[src/rtl/byte_exec_pkg.sv]
package byte_exec_pkg;
  localparam int BYTE_W = 8;
  localparam int ADDR_W = 2 * BYTE_W;

  localparam logic [BYTE_W-1:0] OPC_LDA_DIR  = 8'h3A;
  localparam logic [BYTE_W-1:0] OPC_ADDA_DIR = 8'hBB;
  localparam logic [BYTE_W-1:0] OPC_ADDA_IMM = 8'hC6;
  localparam logic [BYTE_W-1:0] OPC_ANDA_IMM = 8'h84;
  localparam logic [BYTE_W-1:0] OPC_ANDB_IMM = 8'hC4;
  localparam logic [BYTE_W-1:0] OPC_BRA_REL  = 8'h20;
  localparam logic [BYTE_W-1:0] OPC_HALT     = 8'h3E;

  typedef enum logic [2:0] {
    ST_FETCH, ST_OPND_LO, ST_OPND_HI, ST_DATA, ST_HALT
  } state_e;

  typedef enum logic [2:0] {
    CLS_NOP, CLS_HALT, CLS_IMM, CLS_DIR, CLS_BRA
  } cls_e;

  typedef enum logic [2:0] {
    ALU_NONE, ALU_ADD_A, ALU_AND_A, ALU_AND_B, ALU_LOAD_A
  } alu_op_e;

  typedef struct packed {
    cls_e    cls;
    alu_op_e alu_op;
  } decode_t;
endpackage

[src/rtl/byte_exec_decode.sv]
module byte_exec_decode
  import byte_exec_pkg::*;
(
  input  logic [BYTE_W-1:0] opcode_i,
  output decode_t           dec_o
);
  always_comb begin
    dec_o = '{cls: CLS_NOP, alu_op: ALU_NONE};
    case (opcode_i)
      OPC_LDA_DIR:  dec_o = '{cls: CLS_DIR,  alu_op: ALU_LOAD_A};
      OPC_ADDA_DIR: dec_o = '{cls: CLS_DIR,  alu_op: ALU_ADD_A};
      OPC_ADDA_IMM: dec_o = '{cls: CLS_IMM,  alu_op: ALU_ADD_A};
      OPC_ANDA_IMM: dec_o = '{cls: CLS_IMM,  alu_op: ALU_AND_A};
      OPC_ANDB_IMM: dec_o = '{cls: CLS_IMM,  alu_op: ALU_AND_B};
      OPC_BRA_REL:  dec_o = '{cls: CLS_BRA,  alu_op: ALU_NONE};
      OPC_HALT:     dec_o = '{cls: CLS_HALT, alu_op: ALU_NONE};
      default:      dec_o = '{cls: CLS_NOP,  alu_op: ALU_NONE};
    endcase
  end
endmodule

[src/rtl/byte_exec_pc.sv]
module byte_exec_pc
  import byte_exec_pkg::*;
#(
  parameter logic [ADDR_W-1:0] RESET_PC = '0
) (
  input  logic              clk_i,
  input  logic              rst_ni,
  input  logic              inc_i,
  input  logic              branch_i,
  input  logic [BYTE_W-1:0] disp_i,
  output logic [ADDR_W-1:0] pc_o
);
  localparam int EXT_W = ADDR_W - BYTE_W;

  logic [ADDR_W-1:0] disp_ext;
  assign disp_ext = {{EXT_W{disp_i[BYTE_W-1]}}, disp_i};

  // during the displacement read pc already points at opcode+1
  always_ff @(posedge clk_i or negedge rst_ni) begin
    if (!rst_ni)       pc_o <= RESET_PC;
    else if (branch_i) pc_o <= pc_o + ADDR_W'(1) + disp_ext;
    else if (inc_i)    pc_o <= pc_o + ADDR_W'(1);
  end

  assert_step_one_R2: assert property (@(posedge clk_i) disable iff (!rst_ni)
    (inc_i && !branch_i) |=> pc_o == $past(pc_o) + ADDR_W'(1));
endmodule

[src/rtl/byte_exec_alu.sv]
module byte_exec_alu
  import byte_exec_pkg::*;
#(
  parameter logic [BYTE_W-1:0] ACC_A_INIT = '0,
  parameter logic [BYTE_W-1:0] ACC_B_INIT = '0
) (
  input  logic              clk_i,
  input  logic              rst_ni,
  input  logic              en_i,
  input  alu_op_e           op_i,
  input  logic [BYTE_W-1:0] operand_i,
  output logic [BYTE_W-1:0] acc_a_o,
  output logic [BYTE_W-1:0] acc_b_o
);
  always_ff @(posedge clk_i or negedge rst_ni) begin
    if (!rst_ni) begin
      acc_a_o <= ACC_A_INIT;
      acc_b_o <= ACC_B_INIT;
    end else if (en_i) begin
      case (op_i)
        ALU_ADD_A:  acc_a_o <= acc_a_o + operand_i;
        ALU_AND_A:  acc_a_o <= acc_a_o & operand_i;
        ALU_AND_B:  acc_b_o <= acc_b_o & operand_i;
        ALU_LOAD_A: acc_a_o <= operand_i;
        default: ;
      endcase
    end
  end

  assert_andb_keeps_a_R4: assert property (@(posedge clk_i) disable iff (!rst_ni)
    (en_i && op_i == ALU_AND_B) |=> $stable(acc_a_o) && (acc_b_o == ($past(acc_b_o) & $past(operand_i))));

  assert_add_keeps_b_R3: assert property (@(posedge clk_i) disable iff (!rst_ni)
    (en_i && op_i == ALU_ADD_A) |=> $stable(acc_b_o));
endmodule

[src/rtl/byte_exec_core.sv]
module byte_exec_core
  import byte_exec_pkg::*;
#(
  parameter logic [ADDR_W-1:0] RESET_PC   = '0,
  parameter logic [BYTE_W-1:0] ACC_A_INIT = '0,
  parameter logic [BYTE_W-1:0] ACC_B_INIT = '0
) (
  input  logic              clk_i,
  input  logic              rst_ni,
  output logic [ADDR_W-1:0] mem_addr_o,
  input  logic [BYTE_W-1:0] mem_rdata_i,
  output logic [BYTE_W-1:0] mem_wdata_o,
  output logic              mem_we_o,
  output logic              halt_o,
  output logic [BYTE_W-1:0] acc_a_o,
  output logic [BYTE_W-1:0] acc_b_o,
  output logic [ADDR_W-1:0] pc_o
);
  state_e            state_q, state_d;
  logic [BYTE_W-1:0] op_q, lo_q, hi_q, dec_in;
  decode_t           dec;
  logic              pc_inc, pc_branch, alu_en;
  logic [ADDR_W-1:0] pc_q;

  // opcode is decoded straight off the bus in its fetch cycle
  assign dec_in = (state_q == ST_FETCH) ? mem_rdata_i : op_q;

  byte_exec_decode u_dec (
    .opcode_i (dec_in),
    .dec_o    (dec)
  );

  byte_exec_pc #(.RESET_PC(RESET_PC)) u_pc (
    .clk_i    (clk_i),
    .rst_ni   (rst_ni),
    .inc_i    (pc_inc),
    .branch_i (pc_branch),
    .disp_i   (mem_rdata_i),
    .pc_o     (pc_q)
  );

  byte_exec_alu #(.ACC_A_INIT(ACC_A_INIT), .ACC_B_INIT(ACC_B_INIT)) u_alu (
    .clk_i     (clk_i),
    .rst_ni    (rst_ni),
    .en_i      (alu_en),
    .op_i      (dec.alu_op),
    .operand_i (mem_rdata_i),
    .acc_a_o   (acc_a_o),
    .acc_b_o   (acc_b_o)
  );

  always_comb begin
    state_d    = state_q;
    pc_inc     = 1'b0;
    pc_branch  = 1'b0;
    alu_en     = 1'b0;
    mem_addr_o = pc_q;
    case (state_q)
      ST_FETCH: begin
        pc_inc = 1'b1;
        case (dec.cls)
          CLS_HALT: state_d = ST_HALT;
          CLS_NOP:  state_d = ST_FETCH;
          default:  state_d = ST_OPND_LO;
        endcase
      end
      ST_OPND_LO: begin
        case (dec.cls)
          CLS_BRA: begin
            pc_branch = 1'b1;
            state_d   = ST_FETCH;
          end
          CLS_IMM: begin
            pc_inc  = 1'b1;
            alu_en  = 1'b1;
            state_d = ST_FETCH;
          end
          default: begin
            pc_inc  = 1'b1;
            state_d = ST_OPND_HI;
          end
        endcase
      end
      ST_OPND_HI: begin
        pc_inc  = 1'b1;
        state_d = ST_DATA;
      end
      ST_DATA: begin
        mem_addr_o = {hi_q, lo_q};
        alu_en     = 1'b1;
        state_d    = ST_FETCH;
      end
      ST_HALT: state_d = ST_HALT;
      default: state_d = ST_FETCH;
    endcase
  end

  always_ff @(posedge clk_i or negedge rst_ni) begin
    if (!rst_ni) begin
      state_q <= ST_FETCH;
      op_q    <= '0;
      lo_q    <= '0;
      hi_q    <= '0;
    end else begin
      state_q <= state_d;
      if (state_q == ST_FETCH)   op_q <= mem_rdata_i;
      if (state_q == ST_OPND_LO) lo_q <= mem_rdata_i;
      if (state_q == ST_OPND_HI) hi_q <= mem_rdata_i;
    end
  end

  assign halt_o      = (state_q == ST_HALT);
  assign pc_o        = pc_q;
  assign mem_wdata_o = acc_a_o;
  assign mem_we_o    = 1'b0;

  assert_nop_one_cycle_R2: assert property (@(posedge clk_i) disable iff (!rst_ni)
    (state_q == ST_FETCH && dec.cls == CLS_NOP) |=> state_q == ST_FETCH && $stable(acc_a_o) && $stable(acc_b_o));

  assert_imm_two_cycles_R3: assert property (@(posedge clk_i) disable iff (!rst_ni)
    (state_q == ST_OPND_LO && dec.cls == CLS_IMM) |=> state_q == ST_FETCH && pc_q == $past(pc_q) + ADDR_W'(1));

  assert_low_first_addr_R5: assert property (@(posedge clk_i) disable iff (!rst_ni)
    state_q == ST_OPND_HI |=> state_q == ST_DATA && mem_addr_o == {$past(mem_rdata_i), lo_q});

  assert_branch_target_R7: assert property (@(posedge clk_i) disable iff (!rst_ni)
    (state_q == ST_OPND_LO && dec.cls == CLS_BRA)
    |=> pc_q == $past(pc_q, 2) + ADDR_W'(2) + {{(ADDR_W-BYTE_W){$past(mem_rdata_i[BYTE_W-1])}}, $past(mem_rdata_i)});

  assert_halt_frozen_R8: assert property (@(posedge clk_i) disable iff (!rst_ni)
    halt_o |=> halt_o && $stable(pc_q) && $stable(acc_a_o) && $stable(acc_b_o) && $stable(mem_addr_o));

  assert_data_ends_instr_R10: assert property (@(posedge clk_i) disable iff (!rst_ni)
    state_q == ST_DATA |=> state_q == ST_FETCH);
endmodule

[config.mk]
export PLATFORM = sky130hd
export DESIGN_NAME = byte_exec_core
export DESIGN_NICKNAME = d
export VERILOG_FILES = /design/src/rtl/byte_exec_pkg.sv /design/src/rtl/byte_exec_decode.sv /design/src/rtl/byte_exec_pc.sv /design/src/rtl/byte_exec_alu.sv /design/src/rtl/byte_exec_core.sv
export SDC_FILE = /design/constraint.sdc
export NUM_CORES = 1
export LEC_CHECK = 0
export ABC_CLOCK_PERIOD_IN_PS = 7600
export BUFFER_PORTS_ARGS = -buffer_cell sky130_fd_sc_hd__buf_2
export CORE_MARGIN = 2
export CORE_UTILIZATION = 60
export CTS_CLUSTER_SIZE = 40
export DETAILED_ROUTE_END_ITERATION = 7
export GPL_TIMING_DRIVEN = 0
export PLACE_DENSITY = 0.81
export REMOVE_ABC_BUFFERS = 1
export SETUP_SLACK_MARGIN = 0.3
export SYNTH_ARGS = -nofsm -noshare
export SYNTH_HDL_FRONTEND = slang
export SYNTH_HIERARCHICAL = 1
export SYNTH_SLANG_ARGS = --single-unit
[constraint.sdc]
create_clock -name clk_i -period 7.6 [get_ports clk_i]
set_input_delay 0.38 -clock clk_i [delete_from_list [all_inputs] [get_ports clk_i]]
set_output_delay 0.38 -clock clk_i [all_outputs]
set_load 0.02 [all_outputs]
==> results of run 1 <==
==> placed cells by master, fill, tap and decap left out, types with 7 or more instances in the layout <==
master	count
buf_2	65
dfrtp_1	59
mux2_2	40
a21oi_1	33
nor2_1	28
ha_1	28
xnor2_1	22
nand2_1	22
xor2_1	21
inv_1	17
o21a_1	13
o21ai_0	12
nor3_1	9
clkbuf_8	9
nand3_1	9
nand4_1	7
==> routing by layer <==
metal | up-vias | GRT usage (%) | share of wire [%]
met5 | - | 0 | 0
met3 | 22 | 4.93 | 5.1
met4 | 0 | 10.6 | 2.3
met1 | 1846 | 34.3 | 42
li1 | 1802 | - | -
met2 | 124 | 46.5 | 50
==> Yosys cell counts (3+ instances only) <==
| cell type | number |
|---|---|
| nand4_1 | 7 |
| a22o_1 | 3 |
| buf_6 | 4 |
| o22ai_1 | 3 |
| o21a_1 | 13 |
| mux2i_1 | 5 |
| nor2_1 | 28 |
| a21boi_0 | 3 |
| buf_2 | 4 |
| mux2_2 | 40 |
| nand3_1 | 9 |
| buf_4 | 14 |
| ha_1 | 28 |
| nor3_1 | 9 |
| and3_1 | 4 |
| o21ai_0 | 12 |
| and2_1 | 6 |
| mux2_4 | 3 |
| nand2b_1 | 4 |
| o211ai_1 | 4 |
| o21ai_1 | 3 |
| xor2_1 | 21 |
| a211oi_1 | 5 |
| clkbuf_1 | 3 |
| xnor2_1 | 22 |
| a21oi_1 | 33 |
| nand2_1 | 22 |
| a21o_1 | 6 |
| inv_1 | 17 |
| a22oi_1 | 5 |
| dfrtp_1 | 59 |
==> cell type report <==
| class | count | share of cell area (%) |
|---|---|---|
| inverter | 18 | 1.31 |
| timing repair buffer | 69 | 6.96 |
| tap | 102 | 2.47 |
| multi-input combinational | 361 | 56.3 |
| sequential | 59 | 28.6 |
| clock buffer | 9 | 2.40 |
| clock inverter | 7 | 1.97 |
==> through the flow <==
step | power [uW] | util [%] | setup slack (ns) | hold slack, ns
global route | 2150 | 67.8 | 2.94 | 0.157
floorplan | 1390 | - | 2.28 | 0.0844
detailed placement | 1680 | 64.8 | 3.30 | 0.475
finish | 2010 | 67.8 | 3.28 | 0.0989
CTS | 2010 | 67.8 | 3.29 | 0.371
global placement | 1630 | 64.4 | 0.748 | 0.465
==> worst max-delay path by stage <==
stage,end,slack [ns]
floorplan,u_pc/pc_o[15],2.28
global placement,u_pc/pc_o[15],0.75
detailed placement,u_alu/acc_a_o[7],3.30
CTS,u_alu/acc_a_o[7],3.29
global route,u_alu/acc_a_o[7],2.94
finish,u_alu/acc_a_o[7],3.28
==> where the power goes <==
part           internal, uW  total [uW]  leakage [uW]  switching (uW)
Sequential              430         565      0.000736             135
Clock                   187         322      0.000106             136
Combinational           490        1120       0.00155             631
==> kinds of logic after synthesis <==
group	after synthesis
xor+xnor	44
other cells	1
buf+inv	44
compound gates	114
flops	59
fa+ha+maj	30
simple gates	124
mux	48
==> sequential cells by signal (all words and copies together), names as in the netlist <==
name           count
state_q            3
u_alu/acc_b_o      8
op_q               8
lo_q               8
hi_q               8
u_pc/pc_o         16
u_alu/acc_a_o      8
==> critical path, stage by stage, from the launching register on <==
cell and delay (ns):
dfrtp_1 0.55, nor3_4 0.46, mux2_2 0.44, nor2b_4 0.16, nand4_4 0.13, o32ai_2 0.50
or3b_2 0.49, a21oi_1 0.58, or3b_2 0.50, a21oi_1 0.15, a311o_1 0.16, o211ai_2 0.08
==> metrics.txt, run 1 <==
Yosys Warn Count 6; top cells by area, synth dfrtp_1 (32%), mux2_2 (9.7%), ha_1 (7.6%); Synth Area in Compound Gates 17.0%; Die ar. 8430 um2; gr usage total 27.2%; Fmax 231 MHz; Sequential Area 1480 um2; Syn Inst Count 464; Layout area overhead 11.5%; proportion of synthesized area in mux cells 11.8%; Sink Count 59; largest net degree at the start of global routing 60; Required @ worst endpoint 7.81 ns; synthesized area per cell 9.97 um2; Clock Skew 0.00949 ns; fin cells 625; Worst R2R End u_alu/acc_a_o[7]; Tmin final 4.32 ns; routed wire length 10,900 um; Setup TNS 0 ns; status completed; Skew-Pair Late Insertion Delay 0.34 ns; IO Pins 68; Multi-input gate area 2900 um2; Max-Cap Viols 0; I/O Buffers 66; core region area 7610 um2; Via density 6.07; post-DR wirelength/cell 17.5 um; Antenna Cells 0; Placed Cells 609; CTS Buffer Depth 2; kind of critical path reg -> reg; worst rel slew slack 40.8%; Clock Root Buffer clkbuf_8; Area after DPL 4930 um2; Least-Margin Pin Slew 0.880 ns; Critical Path Source state_q[2]; antenna violations before repair 0; Leak Pwr 0.00239 uW; Worst Reg2Reg Path Length in Cells 11; Final Cycle Share 56.9%; total gr overflow 0; final RePlAce weighted congestion 0.935; Initial Util 60.8%; via count 3,794; Post-synth EDFFs 0; H-tree Lvls 3; critical path arrival 4.53 ns; vias in the first global route 3,761; HP Class in -> async; Syn Std Cell Area 4620 um2; register area share after synthesis 31.9%; main flop type after synthesis dfrtp_1; drt first pass iters 5; crit end category flop; CTS clk-pin slew, worst paths 0.08 ns; number of buffers created by CTS 9; Netlist cell types 83; post-CTS setup buffers 0; Synth Area in Simple Gates 16.8%; Post-Synth XOR/XNOR Area 8.50%; fill cell count 586; Routed Antenna Nets 0; register-to-register setup slack 3.28 ns; main combinational cell family by area after synthesis compound AO/OA/AOI/OAI gates; Setup-failing EPs final 0; number of synthesized register bits 59; hold buffer count at cts 0; Slew Limit Fails 0; Hold Fails Final Rpt 0; VDD IR-drop max 0.181 mV; critical path fanouts, max 10; Post-route DRC 0; Final nets 558; cts repair resizes 0; adder-cell share of the synthesized area 8.44%; first-pass GRT wire length 18,300 um; crit path launch type flop; post-route cell area 5160 um2; RSZ-0062 raised after global routing false; Iteration-0 DRC Markers 178; ys async rst share 100%; RR Startpoint state_q[2]; Pwr per Cell Area 389 nW/um2; Die H 91.8 um; Rows 32; chip width 91.8 um; DP Wirelength 8090 um; CTS tree yes; Yosys top cell by area dfrtp_1; top cell type's share of synthesized area 31.9%; share of cells above drive strength 1 29.6%
(Power assumes the default switching activity.)
==> run 2, diff against run 1 <==
- ABC_AREA: unset -> 1
- ABC_CLOCK_PERIOD_IN_PS: 7600 -> 4500
- CORE_UTILIZATION: 60 -> 59
- PLACE_DENSITY: 0.81 -> 0.8
- clock period: 7.6 -> 4.5 ns (I/O delays scaled with it)
==> metrics.txt, run 2 <==
status complete, but fails checks; violations in the final reports hold timing; first-pass GRT wire length 20,200 um; Yosys Warn Count 6; largest net degree at the start of global routing 60; CTS Buffer Depth 2; most frequent cells in the layout nand2_1 (171), inv_1 (114), buf_2 (65); final core utilization 67.5%; Max-Cap Viols 0; Initial Util 61.3%; most frequent cells after synthesis nand2_1 (171), inv_1 (114), dfrtp_1 (59); Clock Root Buffer clkbuf_8; vias in the first global route 4,327; top cell type's share of synthesized area 31.0%; RSZ-0062 raised after global routing false; Syn Std Cell Area 4760 um2; top cells by area, synth dfrtp_1 (31%), nand2_1 (13%), inv_1 (9.0%); CP bufs+invs 3; Yosys top cell by area dfrtp_1; worst rel slew slack 40.2%; Post-synth EDFFs 0; number of synthesized register bits 59; worst hold slack -0.0636 ns; Skew-Pair Late Insertion Delay 0.35 ns; DP Wirelength 9280 um; synthesized area per cell 7.07 um2; proportion of synthesized area in mux cells 0%; Worst path max stage delay 0.58 ns; Iteration-0 DRC Markers 311; adder-cell share of the synthesized area 8.20%; drt first pass iters 5; commonest non-fill, non-tap cell in the layout nand2_1; Synth Area in Simple Gates 30.2%; via count 4,562; Worst R2R End u_pc/pc_o[8]; Die ar. 8800 um2; register area share after synthesis 31.0%; critical path arrival 4.03 ns; Antenna Cells 0; H-tree Lvls 3; register-to-register setup slack 0.72 ns; total gr overflow 0; critical path fanouts, max 17; ys async rst share 100%; fill cell count 723; Setup-failing EPs final 0; Die H 93.8 um; Clock Skew 0.00884 ns; Routed Antenna Nets 0; Leak Pwr 0.00298 uW; Synth Area in Compound Gates 14.6%; Layout area overhead 10.2%; main flop type after synthesis dfrtp_1; Fmax 265 MHz; post-DR wirelength/cell 14.6 um; main combinational cell family by area after synthesis simple AND/OR/NAND/NOR gates; final RePlAce weighted congestion 0.957; kind of critical path reg -> reg; Tmin final 3.78 ns; Setup TNS 0 ns; top cell family by delay on the critical path simple AND/OR/NAND/NOR gates; RR Startpoint state_q[0]; crit path launch type flop; Final Cycle Share 83.9%; Pwr per Cell Area 645 nW/um2; Sink Count 59; I/O Buffers 66; chip width 93.8 um; post-CTS setup buffers 0; CTS tree yes; Netlist cell types 41; slowest CP cell o21ai_0; routed wire length 12,200 um; antenna violations before repair 0; Via density 5.45; max reg flops 16; Worst Reg2Reg Path Length in Cells 15; CTS clk-pin slew, worst paths 0.08 ns; most common cell in the netlist nand2_1; Required @ worst endpoint 4.75 ns; gr usage total 29.5%; Largest Register u_pc/pc_o; core region area 7770 um2; Post-route DRC 0; Final nets 770; Rows 32; Slew Limit Fails 0; Syn Inst Count 673; number of buffers created by CTS 9; Post-Synth XOR/XNOR Area 2.21%; IO Pins 68; share of cells above drive strength 1 19.3%; HP Class in -> async; crit-path cells inv_2 > nand3_4 > o21ai_0 > inv_2 > nand2_2 > nor2_1 > nand2_2 > nand4_1 > nor2_1 > nand2_1 > nor2_2 > inv_1 > a21oi_1 > o21ai_0 > o211ai_1; Least-Margin Pin Slew 0.890 ns; Hold Fails Final Rpt 59; VDD IR-drop max 0.303 mV; crit end category flop
## run 2: routing by layer
metal,share of wire (%),track usage (%)
met5,0,0
met1,43,37.5
met4,2.7,11.4
met2,48,50.2
met3,6.6,4.49
## run 2: cell families (layout without fill, tap and decap cells)
group           after synthesis  count (layout)
simple gates                305             305
buf+inv                     145             207
compound gates              121             121
flops                        59              59
fa+ha+maj                    30              30
xor+xnor                     12              12
other cells                   1               1
## run 2: per-stage QoR
stage	instances	hold slack [ns]	cell area (um2)	worst slack, ns	total power (uW)
after floorplan	653	-0.0706	4580	1.58	2320
after detailed placement	821	0.473	5040	0.437	2870
final	837	-0.0636	5250	0.725	3380
after CTS	837	0.185	5240	0.431	3380
after global placement	821	0.466	5040	0.599	2790
after global routing	837	0.00343	5250	0.381	3680
## run 2: area by class of cell
type                            instances  area [um2]  share of cell area, %
Clock buffer                            9         124                   2.36
Clock inverter                          7        75.1                   1.43
Inverter                              125         472                   8.99
Multi-Input combinational cell        469        2640                   50.3
Sequential cell                        59        1480                   28.1
Tap cell                              102         128                   2.43
Timing Repair Buffer                   66         333                   6.35
## run 2: report_power, final
part | switching, uW | total (uW) | leakage, uW | internal, uW
Sequential | 197 | 922 | 0.000754 | 725
Combinational | 1330 | 1960 | 0.00212 | 636
Clock | 240 | 499 | 0.000104 | 259
## run 2: how the worst max path moves through the flow
stage,slack (ns),end,start,cells after the start
2_1_floorplan,1.58,u_pc/pc_o[14],state_q[0],17
3_3_place_gp,0.60,u_pc/pc_o[4],state_q[0],15
3_5_place_dp,0.44,u_pc/pc_o[4],state_q[0],15
4_1_cts,0.43,u_pc/pc_o[4],state_q[0],15
5_1_grt,0.38,u_alu/acc_b_o[6],state_q[0],12
6_report,0.72,u_pc/pc_o[8],state_q[0],15
## run 2: repair_timing
action | CTS | global route
hold buffers | 0 | 0
endpoints found under the setup margin | 0 | 15
gates resized for setup | 0 | 2
==> run 3, diff against run 2 <==
- ABC_CLOCK_PERIOD_IN_PS: 4500 -> 3670
- clock period: 4.5 -> 3.67 ns (I/O delays scaled with it)
==> metrics.txt, run 3 (synthesis results as in run 2) <==
Post-Route M1 WL 5390 um; Routed Antenna Nets 0; antenna violations before repair 0; RR Startpoint state_q[0]; Tmin final 3.16 ns; Placed Cells 821; Least-Margin Pin Slew 0.753 ns; Pwr per Cell Area 793 nW/um2; Clk network pwr share 14.4%; Initial Util 61.3%; crit path launch type flop; CTS clk-pin slew, worst paths 0.08 ns; Max-Cap Viols 0; Clock Skew 0.00965 ns; H-tree Lvls 3; VDD IR-drop max 0.416 mV; Largest Register u_pc/pc_o; Final nets 777; CTS Buffer Depth 2; Worst R2R End u_pc/pc_o[0]; DP Wirelength 9280 um; Switching Share 52.5%; number of buffers created by CTS 9; Leak Pwr 0.00305 uW; Skew-Pair Late Insertion Delay 0.35 ns; Sequential Area 1480 um2; Setup-failing EPs final 0; Required @ worst endpoint 3.90 ns; status completed; Routed met2 length 6140 um; Hold Fails Final Rpt 0; total gr overflow 0; Final Cycle Share 86.2%; WHS Path Cells 3; core region area 7770 um2; critical path fanouts, max 17; HP Class in -> reg; Comb power frac 59.1%; largest net degree at the start of global routing 60; drt first pass iters 5; final core utilization 69.4%; chip width 93.8 um; Layout area overhead 13.3%; routed wire length 12,700 um; commonest non-fill, non-tap cell in the layout nand2_1; worst hold slack 0.154 ns; Post-route DRC 0; Iteration-0 DRC Markers 291; max reg flops 16; vias in the first global route 4,327; kind of critical path reg -> reg; Worst Reg2Reg Path Length in Cells 18; Via density 5.50; final RePlAce weighted congestion 0.957; post-DR wirelength/cell 15.0 um; met3 routed WL 872 um; Slew Limit Fails 0; HP Start mem_rdata_i[2]; Die ar. 8800 um2; first-pass GRT wire length 20,300 um; Rows 32; fill cell count 700; CTS tree yes; crit end category flop; Reg power frac 26.5%; Antenna Cells 0; critical path arrival 3.39 ns; switching pwr 2250 uW; fin cells 844; worst rel slew slack 49.8%; register-to-register setup slack 0.51 ns; Fmax 316 MHz; Sink Count 59; Clock Root Buffer clkbuf_8; share of cells above drive strength 1 21.6%; gr usage total 29.5%; Die H 93.8 um; most frequent cells in the layout nand2_1 (171), inv_1 (112), buf_2 (65); RSZ-0062 raised after global routing true; top sig layer met4; I/O Buffers 66; IO Pins 68; Int Pwr 2030 uW; Multi-input gate area 2720 um2; via count 4,642; Hold Crit Endpoint u_alu/acc_b_o[2]
-- run 3: changes by cell type in the layout (fill, tap and decap cells not counted), sizes merged --
| cell | before | now |
|---|---|---|
| dlygate4sd3 | 0 | 1 |
| buf | 66 | 72 |
| clkinvlp | 0 | 1 |
| inv | 125 | 124 |
-- run 3: how the worst max path moves through the flow --
stage	from	end	slack [ns]	cells after the start
5_1_grt	state_q[0]	u_pc/pc_o[14]	0.23	18
3_5_place_dp	state_q[0]	u_pc/pc_o[4]	-0.39	15
4_1_cts	state_q[0]	u_pc/pc_o[14]	0.12	18
6_report	state_q[0]	u_pc/pc_o[0]	0.51	18
3_3_place_gp	state_q[0]	u_pc/pc_o[4]	-0.23	15
2_1_floorplan	state_q[0]	u_pc/pc_o[14]	0.75	17
-- run 3: area by class of cell --
type / count / area share, %
clock inverter: 7 / 1.39
clock buffer: 9 / 2.30
inverter: 125 / 8.81
sequential: 59 / 27.4
timing repair buffer: 73 / 7.42
tap: 102 / 2.37
multi-input combinational: 469 / 50.3
-- run 3: metal layers --
metal	track usage [%]	up-vias
met1	37.5	2151
li1	-	2266
met2	50.4	191
met3	4.49	34
met5	0	-
met4	11.4	0
-- run 3: power by group through the flow --
stage	Clock (uW)	Combinational, uW	Sequential, uW
3_5_place_dp	0	2370	1140
5_1_grt	646	2810	1170
6_report	618	2530	1130
3_3_place_gp	0	2290	1130
4_1_cts	620	2400	1130
2_1_floorplan	0	1630	1220
-- run 3: metrics by stage --
| step | setup WS, ns | power (uW) | area (um2) | TNS [ns] |
|---|---|---|---|---|
| floorplan | 0.754 | 2850 | 4580 | 0 |
| global placement | -0.231 | 3420 | 5040 | -1.86 |
| detailed placement | -0.393 | 3510 | 5040 | -3.79 |
| CTS | 0.118 | 4150 | 5250 | 0 |
| global route | 0.231 | 4620 | 5390 | 0 |
| finish | 0.508 | 4280 | 5390 | 0 |
-- run 3: repair_timing --
action	CTS	global route
setup endpoints to repair	30	32
endpoints found under the hold margin	0	59
resized for setup	7	22
hold buffers	0	1
pin swaps	0	2
setup buffers	0	6
-- run 3: worst max-delay path: stages (launching register included) --
cell and delay (ns):
dfrtp_1 0.47, inv_2 0.15, nand3_4 0.25, nand2_1 0.17
o21ai_2 0.10, inv_1 0.11, nand2_2 0.07, nor2_2 0.14
nand2_1 0.11, nand4_1 0.19, nor2_1 0.07, nand2_1 0.14
nand2_1 0.07, o21ai_0 0.23, inv_2 0.22, nor2_4 0.24
inv_1 0.11, o22ai_1 0.12, a21oi_1 0.06
